==> config.mk <==
export PLATFORM = sky130hd
export DESIGN_NAME = spi_mon_decoder
export DESIGN_NICKNAME = d
export VERILOG_FILES = /design/src/rtl/spi_mon_pkg.sv /design/src/rtl/spi_mon_sync.sv /design/src/rtl/spi_mon_edge.sv /design/src/rtl/spi_mon_lane.sv /design/src/rtl/spi_mon_decoder.sv
export SDC_FILE = /design/constraint.sdc
export NUM_CORES = 1
export LEC_CHECK = 0
export BUFFER_PORTS_ARGS = -buffer_cell sky130_fd_sc_hd__buf_2
export CELL_PAD_IN_SITES_DETAIL_PLACEMENT = 0
export CELL_PAD_IN_SITES_GLOBAL_PLACEMENT = 1
export CORE_MARGIN = 2
export CORE_UTILIZATION = 26
export CTS_CLUSTER_SIZE = 20
export DETAILED_ROUTE_END_ITERATION = 10
export PLACE_DENSITY = 0.5
export SYNTH_ARGS = -nofsm -noshare
export SYNTH_HDL_FRONTEND = slang
export SYNTH_SLANG_ARGS = --single-unit
==> constraint.sdc <==
create_clock -name clk_i -period 2.5 [get_ports clk_i]
set_input_delay 0.125 -clock clk_i [delete_from_list [all_inputs] [get_ports clk_i]]
set_output_delay 0.125 -clock clk_i [all_outputs]
set_load 0.02 [all_outputs]
==> src/rtl/spi_mon_pkg.sv <==
package spi_mon_pkg;
  localparam int unsigned BYTE_W = 8;
  localparam int unsigned CNT_W  = $clog2(BYTE_W);

  typedef enum logic {
    EDGE_FALL = 1'b0,
    EDGE_RISE = 1'b1
  } samp_edge_e;

  typedef struct packed {
    logic [BYTE_W-1:0] data;
    logic              valid;
    logic              sof;
    logic              eof;
    logic [CNT_W-1:0]  cnt;
  } lane_out_t;
endpackage

==> src/rtl/spi_mon_sync.sv <==
module spi_mon_sync #(
  parameter int unsigned     W       = 4,
  parameter int unsigned     STAGES  = 2,
  parameter logic [W-1:0]    RST_VAL = '0
) (
  input  logic         clk_i,
  input  logic         rst_ni,
  input  logic [W-1:0] d_i,
  output logic [W-1:0] q_o
);
  logic [STAGES-1:0][W-1:0] stg_q;

  always_ff @(posedge clk_i or negedge rst_ni) begin
    if (!rst_ni) stg_q <= {STAGES{RST_VAL}};
    else         stg_q <= {stg_q[STAGES-2:0], d_i};
  end

  assign q_o = stg_q[STAGES-1];
endmodule

==> src/rtl/spi_mon_edge.sv <==
module spi_mon_edge
  import spi_mon_pkg::*;
#(
  parameter int unsigned LANES  = 2,
  parameter int unsigned STAGES = 2
) (
  input  logic             clk_i,
  input  logic             rst_ni,
  input  logic             cpol_i,
  input  logic             cpha_i,
  input  logic             sclk_i,
  input  logic             cs_ni,
  input  logic [LANES-1:0] data_i,
  output logic             samp_o,
  output logic             cs_fall_o,
  output logic             cs_rise_o,
  output logic [LANES-1:0] data_o
);
  localparam int unsigned BUS_W = LANES + 2;
  localparam logic [BUS_W-1:0] BUS_RST = BUS_W'(2);  // select idles high

  logic [BUS_W-1:0] bus_s;
  logic sclk_s, cs_s, sclk_q, cs_q;
  logic sclk_rise, sclk_fall;
  samp_edge_e edge_sel;

  spi_mon_sync #(.W(BUS_W), .STAGES(STAGES), .RST_VAL(BUS_RST)) u_sync (
    .clk_i (clk_i),
    .rst_ni(rst_ni),
    .d_i   ({data_i, cs_ni, sclk_i}),
    .q_o   (bus_s)
  );

  assign sclk_s = bus_s[0];
  assign cs_s   = bus_s[1];
  assign data_o = bus_s[2 +: LANES];

  always_ff @(posedge clk_i or negedge rst_ni) begin
    if (!rst_ni) begin
      sclk_q <= 1'b0;
      cs_q   <= 1'b1;
    end else begin
      sclk_q <= sclk_s;
      cs_q   <= cs_s;
    end
  end

  assign edge_sel  = (cpol_i == cpha_i) ? EDGE_RISE : EDGE_FALL;
  assign sclk_rise = sclk_s & ~sclk_q;
  assign sclk_fall = ~sclk_s & sclk_q;
  assign samp_o    = ~cs_s & ((edge_sel == EDGE_RISE) ? sclk_rise : sclk_fall);
  assign cs_fall_o = ~cs_s & cs_q;
  assign cs_rise_o = cs_s & ~cs_q;

  AST_EDGE_DIR: assert property (@(posedge clk_i) disable iff (!rst_ni)
    samp_o |-> (sclk_s == (cpol_i ~^ cpha_i)) && (sclk_q != sclk_s));
  AST_EDGE_IN_WINDOW: assert property (@(posedge clk_i) disable iff (!rst_ni)
    samp_o |-> !cs_rise_o && !cs_q);
endmodule

==> src/rtl/spi_mon_lane.sv <==
module spi_mon_lane
  import spi_mon_pkg::*;
(
  input  logic      clk_i,
  input  logic      rst_ni,
  input  logic      samp_i,
  input  logic      cs_fall_i,
  input  logic      cs_rise_i,
  input  logic      d_i,
  output lane_out_t out_o
);
  logic [BYTE_W-1:0] sh_q, sh_nxt;
  logic [CNT_W-1:0]  cnt_q;
  logic              first_q, any_q;
  lane_out_t         out_q;

  assign sh_nxt = {sh_q[BYTE_W-2:0], d_i};

  always_ff @(posedge clk_i or negedge rst_ni) begin
    if (!rst_ni) begin
      sh_q    <= '0;
      cnt_q   <= '0;
      first_q <= 1'b0;
      any_q   <= 1'b0;
      out_q   <= '0;
    end else begin
      out_q.valid <= 1'b0;
      out_q.sof   <= 1'b0;
      out_q.eof   <= 1'b0;
      if (cs_fall_i) begin
        sh_q    <= '0;
        cnt_q   <= '0;
        first_q <= 1'b1;
        any_q   <= 1'b0;
      end else if (cs_rise_i) begin
        if (any_q) begin
          out_q.eof   <= 1'b1;
          out_q.cnt   <= cnt_q;
          out_q.valid <= (cnt_q != '0);
          out_q.sof   <= (cnt_q != '0) && first_q;
          out_q.data  <= (cnt_q != '0) ? sh_q : '0;
        end
        sh_q    <= '0;
        cnt_q   <= '0;
        first_q <= 1'b0;
        any_q   <= 1'b0;
      end else if (samp_i) begin
        any_q <= 1'b1;
        cnt_q <= cnt_q + 1'b1;
        if (cnt_q == CNT_W'(BYTE_W - 1)) begin
          out_q.valid <= 1'b1;
          out_q.sof   <= first_q;
          out_q.data  <= sh_nxt;
          out_q.cnt   <= '0;
          first_q     <= 1'b0;
          sh_q        <= '0;
        end else begin
          sh_q <= sh_nxt;
        end
      end
    end
  end

  assign out_o = out_q;

  AST_VALID_CAUSE: assert property (@(posedge clk_i) disable iff (!rst_ni)
    out_q.valid |-> $past(samp_i || cs_rise_i));
  AST_EOF_ON_RISE: assert property (@(posedge clk_i) disable iff (!rst_ni)
    out_q.eof |-> $past(cs_rise_i));
  AST_PARTIAL_CNT: assert property (@(posedge clk_i) disable iff (!rst_ni)
    (out_q.valid && out_q.eof) |-> out_q.cnt != '0);
  AST_FULL_CNT: assert property (@(posedge clk_i) disable iff (!rst_ni)
    (out_q.valid && !out_q.eof) |-> out_q.cnt == '0);
  AST_SOF_WITH_VALID: assert property (@(posedge clk_i) disable iff (!rst_ni)
    out_q.sof |-> out_q.valid);
  AST_MARKER_CLEAN: assert property (@(posedge clk_i) disable iff (!rst_ni)
    (out_q.eof && !out_q.valid) |-> out_q.cnt == '0 && !out_q.sof);
endmodule

==> src/rtl/spi_mon_decoder.sv <==
module spi_mon_decoder
  import spi_mon_pkg::*;
#(
  parameter int unsigned SYNC_STAGES = 2
) (
  input  logic              clk_i,
  input  logic              rst_ni,
  input  logic              cpol_i,
  input  logic              cpha_i,
  input  logic              sclk_i,
  input  logic              cs_ni,
  input  logic              mosi_i,
  input  logic              miso_i,
  output logic [BYTE_W-1:0] mosi_data_o,
  output logic              mosi_valid_o,
  output logic              mosi_sof_o,
  output logic              mosi_eof_o,
  output logic [CNT_W-1:0]  mosi_cnt_o,
  output logic [BYTE_W-1:0] miso_data_o,
  output logic              miso_valid_o,
  output logic              miso_sof_o,
  output logic              miso_eof_o,
  output logic [CNT_W-1:0]  miso_cnt_o
);
  localparam int unsigned LANES = 2;

  logic             samp, cs_fall, cs_rise;
  logic [LANES-1:0] lane_d;
  lane_out_t        lane_out [LANES];

  spi_mon_edge #(.LANES(LANES), .STAGES(SYNC_STAGES)) u_edge (
    .clk_i    (clk_i),
    .rst_ni   (rst_ni),
    .cpol_i   (cpol_i),
    .cpha_i   (cpha_i),
    .sclk_i   (sclk_i),
    .cs_ni    (cs_ni),
    .data_i   ({miso_i, mosi_i}),
    .samp_o   (samp),
    .cs_fall_o(cs_fall),
    .cs_rise_o(cs_rise),
    .data_o   (lane_d)
  );

  for (genvar g = 0; g < LANES; g++) begin : g_lane
    spi_mon_lane u_lane (
      .clk_i    (clk_i),
      .rst_ni   (rst_ni),
      .samp_i   (samp),
      .cs_fall_i(cs_fall),
      .cs_rise_i(cs_rise),
      .d_i      (lane_d[g]),
      .out_o    (lane_out[g])
    );
  end

  assign mosi_data_o  = lane_out[0].data;
  assign mosi_valid_o = lane_out[0].valid;
  assign mosi_sof_o   = lane_out[0].sof;
  assign mosi_eof_o   = lane_out[0].eof;
  assign mosi_cnt_o   = lane_out[0].cnt;
  assign miso_data_o  = lane_out[1].data;
  assign miso_valid_o = lane_out[1].valid;
  assign miso_sof_o   = lane_out[1].sof;
  assign miso_eof_o   = lane_out[1].eof;
  assign miso_cnt_o   = lane_out[1].cnt;

  AST_LANES_LOCKSTEP: assert property (@(posedge clk_i) disable iff (!rst_ni)
    (mosi_valid_o == miso_valid_o) && (mosi_eof_o == miso_eof_o));
endmodule

# [Word level (Yosys, flattened, before mapping)]
# Index checks and enable logic that the tools add are counted.
[word_totals] ff_bits=63 inputBits=8 output_inout_bits=28
[classes] muxes=47 bitwise=10 eq_ne=4 addsub=2 reduce_logical=14
[ops] op="$mux 8" n=10
[ops] op="$mux 10" n=6
[ops] op="$mux 3" n=12
[ops] op="$mux 14" n=2
[ops] op="$mux 1" n=15
[ops] op="$reduce_bool 3->1" n=5
[ops] op="$mux 6" n=2
[ops] op="$reduce_and 4->1" n=2
[ops] op="$add 3x1->3 const B" n=2
[ops] op="$eq 3x3->1 const B" n=2
[ops] op="$reduce_bool 2->1" n=3
[ops] op="$and 1x1->1" n=5
[ops] op="$not 1->1" n=5
[ops] op="$reduce_and 2->1" n=2
[ops] op="$logic_and 1x1->1" n=2
[ops] op="$ne 2x1->1 const B" n=1
[ops] op="$eq 1x1->1" n=1

# [Depth between registers and ports, before layout]
# Gate-level depths: netlist of the first run.
[logic_depth] word_depth=7 mapped_depth=7 depth_no_buf=6

# [Modules after synthesis]
# From an unflattened synthesis of the first run, not the netlist that was laid out.
[unflattened] cells_unflattened=244 hier_area_um2=2959.1
[modules_own_cells] mod="spi_mon_lane" cells_per_inst=112 instances=2 seq_area_each_um2=675.6 area_each_um2=1313.8
[modules_own_cells] mod="spi_mon_sync" cells_per_inst=12 instances=1 seq_area_each_um2=202.7 area_each_um2=232.7
[modules_own_cells] mod="spi_mon_edge" cells_per_inst=8 instances=1 seq_area_each_um2=51.3 area_each_um2=98.8

# [Least setup slack after synthesis of the first run]
# No wires, ideal clock.
[synth_path] kind="reg-to-reg" startpoint="reg u_edge.u_sync.stg_q (netlist bit u_edge.u_sync.q_o[1])" endpoint="reg g_lane[0].u_lane.sh_q[7]" setup_ns=0.083 arrival_time_ns=1.778 required_time_ns=2.417 path_stages_with_launch=8 setup_slack_ns=0.639 cell_sequence="dfstp_2 > inv_1 > ha_1 > clkbuf_1 > or2_2 > nor2_1 > nand2_1 > o21ai_0"
[synth_via] elab_chain_cells=3 word_cells_on_any_way=7 cone_classes="2 x mux; 4 x bitwise; 1 x reduce/logical"
[synth_lines] item="from (decl)" line="spi_mon_sync.sv:11" source="logic [STAGES-1:0][W-1:0] stg_q;"
[synth_lines] item="from (signal assigned)" line="spi_mon_sync.sv:14" source="if (!rst_ni) stg_q <= {STAGES{RST_VAL}};"
[synth_lines] item="from (signal assigned)" line="spi_mon_sync.sv:15" source="else stg_q <= {stg_q[STAGES-2:0], d_i};"
[synth_lines] item="$not 1->1 *" line="spi_mon_edge.sv:52" source="assign cs_fall_o = ~cs_s & cs_q;"
[synth_lines] item="$and 1x1->1 *" line="spi_mon_edge.sv:52"
[synth_lines] item="named net cs_fall" line="spi_mon_decoder.sv:27" source="logic samp, cs_fall, cs_rise;"
[synth_lines] item="$reduce_bool 3->1 (no line) or $mux 8 (tied branches)"
[synth_lines] item="to (signal assigned)" line="spi_mon_lane.sv:58" source="sh_q <= sh_nxt;"
[synth_lines] item="to (decl)" line="spi_mon_lane.sv:12" source="logic [BYTE_W-1:0] sh_q, sh_nxt;"
# The timed path passes the listed nets; every way through them passes the cells marked *.
# A chain may end at the register's enable or synchronous reset.

# [Worst setup path after layout of the first run]
[layout_path] startpoint="reg u_edge.u_sync.stg_q (netlist bit u_edge.u_sync.q_o[1])" endpoint="reg g_lane[1].u_lane.sh_q[5]"
[layout_via] elab_chain_cells=3 word_cells_on_any_way=7 cone_classes="2 x mux; 4 x bitwise; 1 x reduce/logical"
[layout_lines] item="$not 1->1 *" line="spi_mon_edge.sv:52"
[layout_lines] item="$and 1x1->1 *" line="spi_mon_edge.sv:52"
[layout_lines] item="named net cs_fall" line="spi_mon_decoder.sv:27"
[layout_lines] item="$reduce_bool 3->1 (no line) or $mux 8 (tied branches)"
[layout_lines] item="to (signal assigned)" line="spi_mon_lane.sv:58"
[layout_lines] item="to (decl)" line="spi_mon_lane.sv:12"
# Marked as above.

==> results.txt, run 1 <==
----------------------------------------------------
[Setup path]
  Kind of end point of the critical path ... flip-flop
  CP Class ... flip-flop to flip-flop
  Maximum cell stage delay along the critical path ... 560 ps
  Sort of element at the start of the critical path ... flip-flop
  Crit-path max FO ... 12
  Cell breakdown of the critical path ... inv_1, ha_1, or2_2, nor2_1, nand2_1, o21ai_0
  Required arrival time at the worst endpoint ... 2750 ps
  Slowest cell on crit path ... sky130_fd_sc_hd__dfstp_2
  Cell family contributing the most delay on the critical path ... simple AND/OR/NAND/NOR gates
  Number of buffer and inverter instances along the worst setup path ... 1
  Instance count on the critical path ... 6
  CP arrival ... 2340 ps
  R2r worst-path depth ... 6

[Route]
  Total via count after detailed routing ... 1,967
  Number of DRC markers after the initial detailed-route iteration ... 53
  Vias per inst ... 4.57
  Remaining number of nets flagged by the antenna check after routing ... 0
  Detailed-router iteration count before antenna repair ... 4
  DRC violations left ... 0
  Detailed-route wire length per cell ... 14.9 µm
  Final Routed Wirelength ... 6.42 mm

[Synthesis]
  Cell Area, Synth ... 0.00280 mm²
  Count of flip-flops with a built-in enable after synthesis ... 0
  Cell type with the highest aggregate area in the netlist ... sky130_fd_sc_hd__dfrtp_1
  Synth Instances ... 244
  Number of warnings issued by yosys ... 0
  Average cell area after synthesis ... 11.5 µm²
  Number of register bits inferred by synthesis ... 62
  Synthesized Nets ... 262
  Count of different cell masters after synthesis ... 36
  Async set or reset register ratio after synthesis ... 1.00
  Portion of the post-synthesis area used by sequential elements ... 0.555
  Most common flop cell mapped by yosys ... sky130_fd_sc_hd__dfrtp_1
  Leading post-synthesis cells by cell area ... sky130_fd_sc_hd__dfrtp_1 53%, sky130_fd_sc_hd__mux2_2 5.2%, sky130_fd_sc_hd__ha_1 4.5%
  Share of the synthesized area in the top cell type ... 0.527

[CTS]
  Maximum number of buffers from clock root to sink ... 2
  Sinks on Clock Net ... 62
  Clock latency reported for the late side of the worst-skew pair ... 340 ps
  Number of CTS-inserted buffers ... 9
  H-tree depth ... 3
  Number of buffers inserted by post-CTS setup repair ... 0
  CTS tree ... done
  Clock Tree Root ... sky130_fd_sc_hd__clkbuf_8
  Clock input transition at the sequential cells of the worst setup and hold paths ... 60 ps

[STA]
  Post-route clock skew ... 12.1 ps
  Setup WS post-layout ... 412 ps
  Final setup vio count ... 0
  Fin. Hold Viols ... 0
  Period utilization ... 0.835
  Final hold slack ... 351 ps
  Max transition margin ... 0.519
  Final period demand of the worst path ... 2090 ps
  Slew @ Worst Pin ... 721 ps
  Setup_tns ... 0 ps
  Timing-limited maximum frequency ... 479 MHz
  Unrepaired setup endpoints after global routing ... no
  Slew Limit Fails ... 0

[Run status]
  Run status ... finished clean

[Min path]
  Number of instances on the worst hold path ... 0
  Hold Path Class ... flip-flop to flip-flop

[Floorplanning]
  I/O pins ... 36
  Placement row count ... 37
  Floorplan die area ... 0.0116 mm²
  Initial core utilization ... 0.269
  DIE WIDTH ... 108 µm
  Y dimension of the die ... 108 µm
  Floorplan core area ... 0.0104 mm²

[Global routing]
  Vias in the first global route ... 1,956
  GRT Util Overall ... 0.121
  Maximum number of pins on one net before global-route repair ... 34
  GRT overflow ... 0
  Global-route wire length before repair ... 10.5 mm
  Number of antenna violations at the first check in global routing ... 0

[Final layout]
  Number of inserted diodes ... 0
  Layout cell share with drive strength beyond 1 ... 0.279
  Layout fillers ... 1,089
  Layout overhead on the synthesized area ... 20.5%
  Post-layout nets ... 309
  Final Cell Area ... 0.00338 mm²

[Placement]
  DP HPWL ... 4.13 mm
  Setup WS pre-CTS ... 382 ps
  Post-Place Cell Area ... 0.00317 mm²
  IO buf count ... 35
  Final weighted congestion in routability-driven placement ... 0.719

[Pwr]
  Maximum resistive drop on vdd ... 0.236 mV
  Total power density per cell area ... 683 mW/mm²
  Leakage ... 1.63 nW

[Flow run]
  Max Cap Violations ... 0

----------------------------------------------------
[per-layer routing]
layer / track usage / part of all wire
met4: 0.0604 / 0.019
met1: 0.169 / 0.51
met2: 0.179 / 0.44
met3: 0.0236 / 0.030
met5: 0 / 0
[final timing paths]
| check | from | to | slack, ps |
|---|---|---|---|
| max | u_edge.u_sync.q_o[1]$_DFF_PN1_ | g_lane[1].u_lane.sh_q[5]$_DFFE_PN0P_ | 410 |
| min | u_edge.u_sync.stg_q[3]$_DFF_PN0_ | u_edge.u_sync.q_o[3]$_DFF_PN0_ | 350 |
| max reg2reg | u_edge.u_sync.q_o[1]$_DFF_PN1_ | g_lane[1].u_lane.sh_q[5]$_DFFE_PN0P_ | 410 |
| min reg2reg | u_edge.u_sync.stg_q[3]$_DFF_PN0_ | u_edge.u_sync.q_o[3]$_DFF_PN0_ | 350 |
| max in group asynchronous | rst_ni | g_lane[0].u_lane.out_o[10]$_DFFE_PN0P_ | 1490 |
| min in group asynchronous | rst_ni | g_lane[1].u_lane.out_o[2]$_DFFE_PN0P_ | 380 |
[sequential cells by signal (all words and copies together), names as in the netlist]
register	count
g_lane.u_lane.any_q	1
g_lane.u_lane.cnt_q	6
g_lane.u_lane.first_q	2
g_lane.u_lane.out_o	27
g_lane.u_lane.sh_q	16
u_edge.cs_q	1
u_edge.sclk_q	1
u_edge.u_sync.q_o	4
u_edge.u_sync.stg_q	4
[layout make-up]
class | count | area, µm² | area share
flip-flops and latches | 62 | 1560 | 0.460
multi-input cells | 156 | 1130 | 0.334
repair buffers | 53 | 335 | 0.0993
well taps | 136 | 170 | 0.0504
clock buffers | 12 | 145 | 0.0430
inverters | 9 | 33.8 | 0.0100
clock inverters | 2 | 10.0 | 0.00296
[power by group]
| group | internal [mW] | switching (mW) |
|---|---|---|
| Combinational | 0.155 | 0.236 |
| Clock | 0.373 | 0.365 |
| Sequential | 1.11 | 0.0725 |
| Total | 1.63 | 0.674 |
[what timing repair did]
item                                    CTS  global route
hold buffers                              5             0
hold endpoints to repair                 30             0
endpoints found under the setup margin    0             0
gates resized for setup                   0             0
[cell usage in the layout (no fill, tap or decap), types with 10 or more instances in the layout]
| cell | count |
|---|---|
| sky130_fd_sc_hd__buf_4 | 12 |
| sky130_fd_sc_hd__clkbuf_8 | 10 |
| sky130_fd_sc_hd__nand2_1 | 19 |
| sky130_fd_sc_hd__o2bb2ai_1 | 10 |
| sky130_fd_sc_hd__o21ai_0 | 19 |
| sky130_fd_sc_hd__nand3_1 | 20 |
| sky130_fd_sc_hd__ha_1 | 10 |
| sky130_fd_sc_hd__mux2_2 | 13 |
| sky130_fd_sc_hd__dfrtp_1 | 59 |
| sky130_fd_sc_hd__buf_2 | 35 |
[through the flow]
step                power (mW)  std cells  utilization
floorplan                 1.44        244            -
global placement          1.59        411        0.305
detailed placement        1.59        411        0.305
CTS                       2.36        430        0.324
global route              2.46        430        0.324
finish                    2.31        430        0.324
[logic make-up after synthesis]
logic type | synth area share
AO/OA/AOI/OAI | 0.135
multiplexers | 0.0848
adder cells (fa/ha/maj) | 0.0446
flip-flops | 0.555
AND/OR/NAND/NOR | 0.134
XOR/XNOR | 0.00313
buffers and inverters | 0.0437
[Yosys cell counts, types with 2 or more instances]
library cell and number:
sky130_fd_sc_hd__dfrtp_1 59, sky130_fd_sc_hd__nand3_1 20, sky130_fd_sc_hd__nand2_1 19, sky130_fd_sc_hd__o21ai_0 19
sky130_fd_sc_hd__mux2_2 13, sky130_fd_sc_hd__clkbuf_1 10, sky130_fd_sc_hd__ha_1 10, sky130_fd_sc_hd__o2bb2ai_1 10
sky130_fd_sc_hd__inv_1 9, sky130_fd_sc_hd__a32o_1 8, sky130_fd_sc_hd__nand3b_1 8, sky130_fd_sc_hd__nor2_1 7
sky130_fd_sc_hd__a21o_1 6, sky130_fd_sc_hd__nor3b_1 6, sky130_fd_sc_hd__mux2_1 5, sky130_fd_sc_hd__nor3_1 4
sky130_fd_sc_hd__a21oi_1 3, sky130_fd_sc_hd__dfstp_2 3, sky130_fd_sc_hd__nor2b_1 3, sky130_fd_sc_hd__buf_2 2
sky130_fd_sc_hd__buf_4 2, sky130_fd_sc_hd__buf_6 2, sky130_fd_sc_hd__mux2i_1 2, sky130_fd_sc_hd__o21ai_1 2
(Power assumes the default switching activity.)
==> inputs of run 2 (changes only) <==
--- a/config.mk
+++ b/config.mk
@@ -12,7 +12,7 @@
 export CORE_UTILIZATION = 26
 export CTS_CLUSTER_SIZE = 20
 export DETAILED_ROUTE_END_ITERATION = 10
-export PLACE_DENSITY = 0.5
+export PLACE_DENSITY = 0.52
 export SYNTH_ARGS = -nofsm -noshare
 export SYNTH_HDL_FRONTEND = slang
 export SYNTH_SLANG_ARGS = --single-unit
==> constraint.sdc (replaced) <==
create_clock -name clk_i -period 1.85 [get_ports clk_i]
set_input_delay 0.0925 -clock clk_i [delete_from_list [all_inputs] [get_ports clk_i]]
set_output_delay 0.0925 -clock clk_i [all_outputs]
set_load 0.02 [all_outputs]
==> results.txt, run 2 (synthesized netlist as in run 1, its figures left out) <==
----------------------------------------------------
[Setup path]
  Kind of end point of the critical path ... flip-flop
  R2r worst-path depth ... 8
  Crit-path max FO ... 9
  Crit. Startpoint ... u_edge.cs_q$_DFF_PN1_
  CP arrival ... 2080 ps
  R2r startpoint ... u_edge.cs_q$_DFF_PN1_
  CP endpoint ... g_lane[0].u_lane.out_o[12]$_DFFE_PN0P_
  Worst reg2reg endpoint ... g_lane[0].u_lane.out_o[12]$_DFFE_PN0P_
  Required arrival time at the worst endpoint ... 2070 ps
  Sort of element at the start of the critical path ... flip-flop
  Reg2Reg Setup Slack ... -6 ps
  CP Class ... flip-flop to flip-flop

[Route]
  Final Routed Wirelength ... 6.32 mm
  Total via count after detailed routing ... 2,055
  Vias per inst ... 4.51
  Number of DRC markers after the initial detailed-route iteration ... 50
  Detailed-route wire length per cell ... 13.9 µm
  Remaining number of nets flagged by the antenna check after routing ... 0
  Detailed-router iteration count before antenna repair ... 4
  DRC violations left ... 0

[Floorplanning]
  Floorplan core area ... 0.0104 mm²
  I/O pins ... 36
  Y dimension of the die ... 108 µm
  Placement row count ... 37
  DIE WIDTH ... 108 µm
  Initial core utilization ... 0.269
  Floorplan die area ... 0.0116 mm²

[CTS]
  Clock Tree Root ... sky130_fd_sc_hd__clkbuf_8
  H-tree depth ... 3
  CTS tree ... done
  Number of CTS-inserted buffers ... 9
  Clock latency reported for the late side of the worst-skew pair ... 330 ps
  Clock input transition at the sequential cells of the worst setup and hold paths ... 70 ps
  Maximum number of buffers from clock root to sink ... 2
  Sinks on Clock Net ... 62

[Placement]
  Post-placement cell count ... 435
  Final weighted congestion in routability-driven placement ... 0.728
  Setup WS pre-CTS ... -184 ps
  Post-Place Cell Area ... 0.00336 mm²
  DP HPWL ... 4.45 mm
  IO buf count ... 35

[Final layout]
  Final Cell Area ... 0.00370 mm²
  Most common library cell in the layout ignoring fill and taps ... sky130_fd_sc_hd__dfrtp_1
  Top library cells by usage in the layout, fill and taps aside ... 59 x sky130_fd_sc_hd__dfrtp_1, 35 x sky130_fd_sc_hd__buf_2, 34 x sky130_fd_sc_hd__buf_4
  Final std cells w/o fill ... 456
  Post-layout nets ... 333
  Number of inserted diodes ... 0
  Max FFs per register ... 27
  Layout cell share with drive strength beyond 1 ... 0.359
  Layout overhead on the synthesized area ... 32.1%

[STA]
  Slew @ Worst Pin ... 484 ps
  Timing-limited maximum frequency ... 539 MHz
  Slew Limit Fails ... 0
  Fin. Hold Viols ... 0
  Setup_tns ... -11.2 ps
  Max transition margin ... 0.677
  Final setup vio count ... 3
  Unrepaired setup endpoints after global routing ... yes
  Final period demand of the worst path ... 1860 ps
  Period utilization ... 1.00
  Setup WS post-layout ... -6.18 ps
  Post-route clock skew ... 6.74 ps

[Pwr]
  Fraction of power consumed by the clock network ... 0.402
  Net load switching power ... 0.939 mW
  Leakage ... 1.80 nW
  Internal Power ... 2.73 mW
  Relative contribution of sequential cells to total power ... 0.433
  Total power density per cell area ... 990 mW/mm²
  Maximum resistive drop on vdd ... 0.480 mV
  Switching share of power ... 0.256
  Combinational share of power ... 0.165

[Global routing]
  GRT overflow ... 0
  Number of antenna violations at the first check in global routing ... 0
  Vias in the first global route ... 2,130
  GRT Util Overall ... 0.123
  Global-route wire length before repair ... 10.9 mm
  Maximum number of pins on one net before global-route repair ... 30

[Flow run]
  Max Cap Violations ... 0

[Run status]
  Violations in the final reports ... setup timing
  Run status ... finished, violations left

[Min path]
  Hold Path Class ... primary input to async pin

----------------------------------------------------
==> run 2: final cells by class <==
cell class / count / area, µm²
multi-input cells: 156 / 1170
repair buffers: 77 / 523
inverters: 9 / 33.8
clock buffers: 13 / 159
clock inverters: 3 / 90.1
fillers: 1065 / 6710
flip-flops and latches: 62 / 1560
well taps: 136 / 170
==> run 2: routing by layer <==
metal | global-route usage | share of wire | wire length [µm] | vias up
met3 | 0.0345 | 0.038 | 241 | 9
li1 | - | - | - | 1004
met4 | 0.0549 | 0.015 | 97 | 0
met5 | 0 | 0 | 0 | -
met2 | 0.186 | 0.45 | 2860 | 41
met1 | 0.164 | 0.49 | 3120 | 1001
==> run 2: how the worst min path moves through the flow <==
stage	end	slack [ps]	cells after the start
6_report	g_lane[1].u_lane.out_o[7]$_DFFE_PN0P_	240	2
2_1_floorplan	g_lane[0].u_lane.any_q$_DFFE_PN0P_	-200	0
3_5_place_dp	g_lane[1].u_lane.out_o[7]$_DFFE_PN0P_	80	1
4_1_cts	g_lane[1].u_lane.out_o[7]$_DFFE_PN0P_	240	2
5_1_grt	g_lane[1].u_lane.out_o[7]$_DFFE_PN0P_	260	2
3_3_place_gp	g_lane[1].u_lane.out_o[7]$_DFFE_PN0P_	70	1
==> run 2: repair_timing <==
item,CTS,global route
setup endpoints to repair,40,40
gates resized for setup,8,12
buffers inserted,0,0
hold buffers,5,0
hold endpoints to repair,15,0
pin swaps,2,0
==> run 2: worst max-delay path: stages (launching register included) <==
cell                      delay [ps]
sky130_fd_sc_hd__dfstp_2         540
sky130_fd_sc_hd__inv_1            50
sky130_fd_sc_hd__ha_2            220
sky130_fd_sc_hd__nand2_2         120
sky130_fd_sc_hd__buf_6           140
sky130_fd_sc_hd__nor2b_1          50
sky130_fd_sc_hd__buf_4           160
sky130_fd_sc_hd__a32o_1          210
sky130_fd_sc_hd__mux2_2          260
==> run 2: power groups by stage <==
| stage | Sequential, mW | Combinational (mW) | Clock, mW |
|---|---|---|---|
| floorplan | 1.66 | 0.289 | 0 |
| global placement | 1.61 | 0.585 | 0 |
| detailed placement | 1.61 | 0.588 | 0 |
| CTS | 1.59 | 0.606 | 1.53 |
| global route | 1.61 | 0.680 | 1.59 |
| finish | 1.59 | 0.605 | 1.48 |
==> run 2: metrics by stage <==
step	power, mW	hold slack [ps]	util
final	3.67	243	0.356
after global routing	3.88	261	0.356
after CTS	3.72	239	0.353
after detailed placement	2.20	75.6	0.322
after global placement	2.20	67.3	0.322
after floorplan	1.94	-203	-
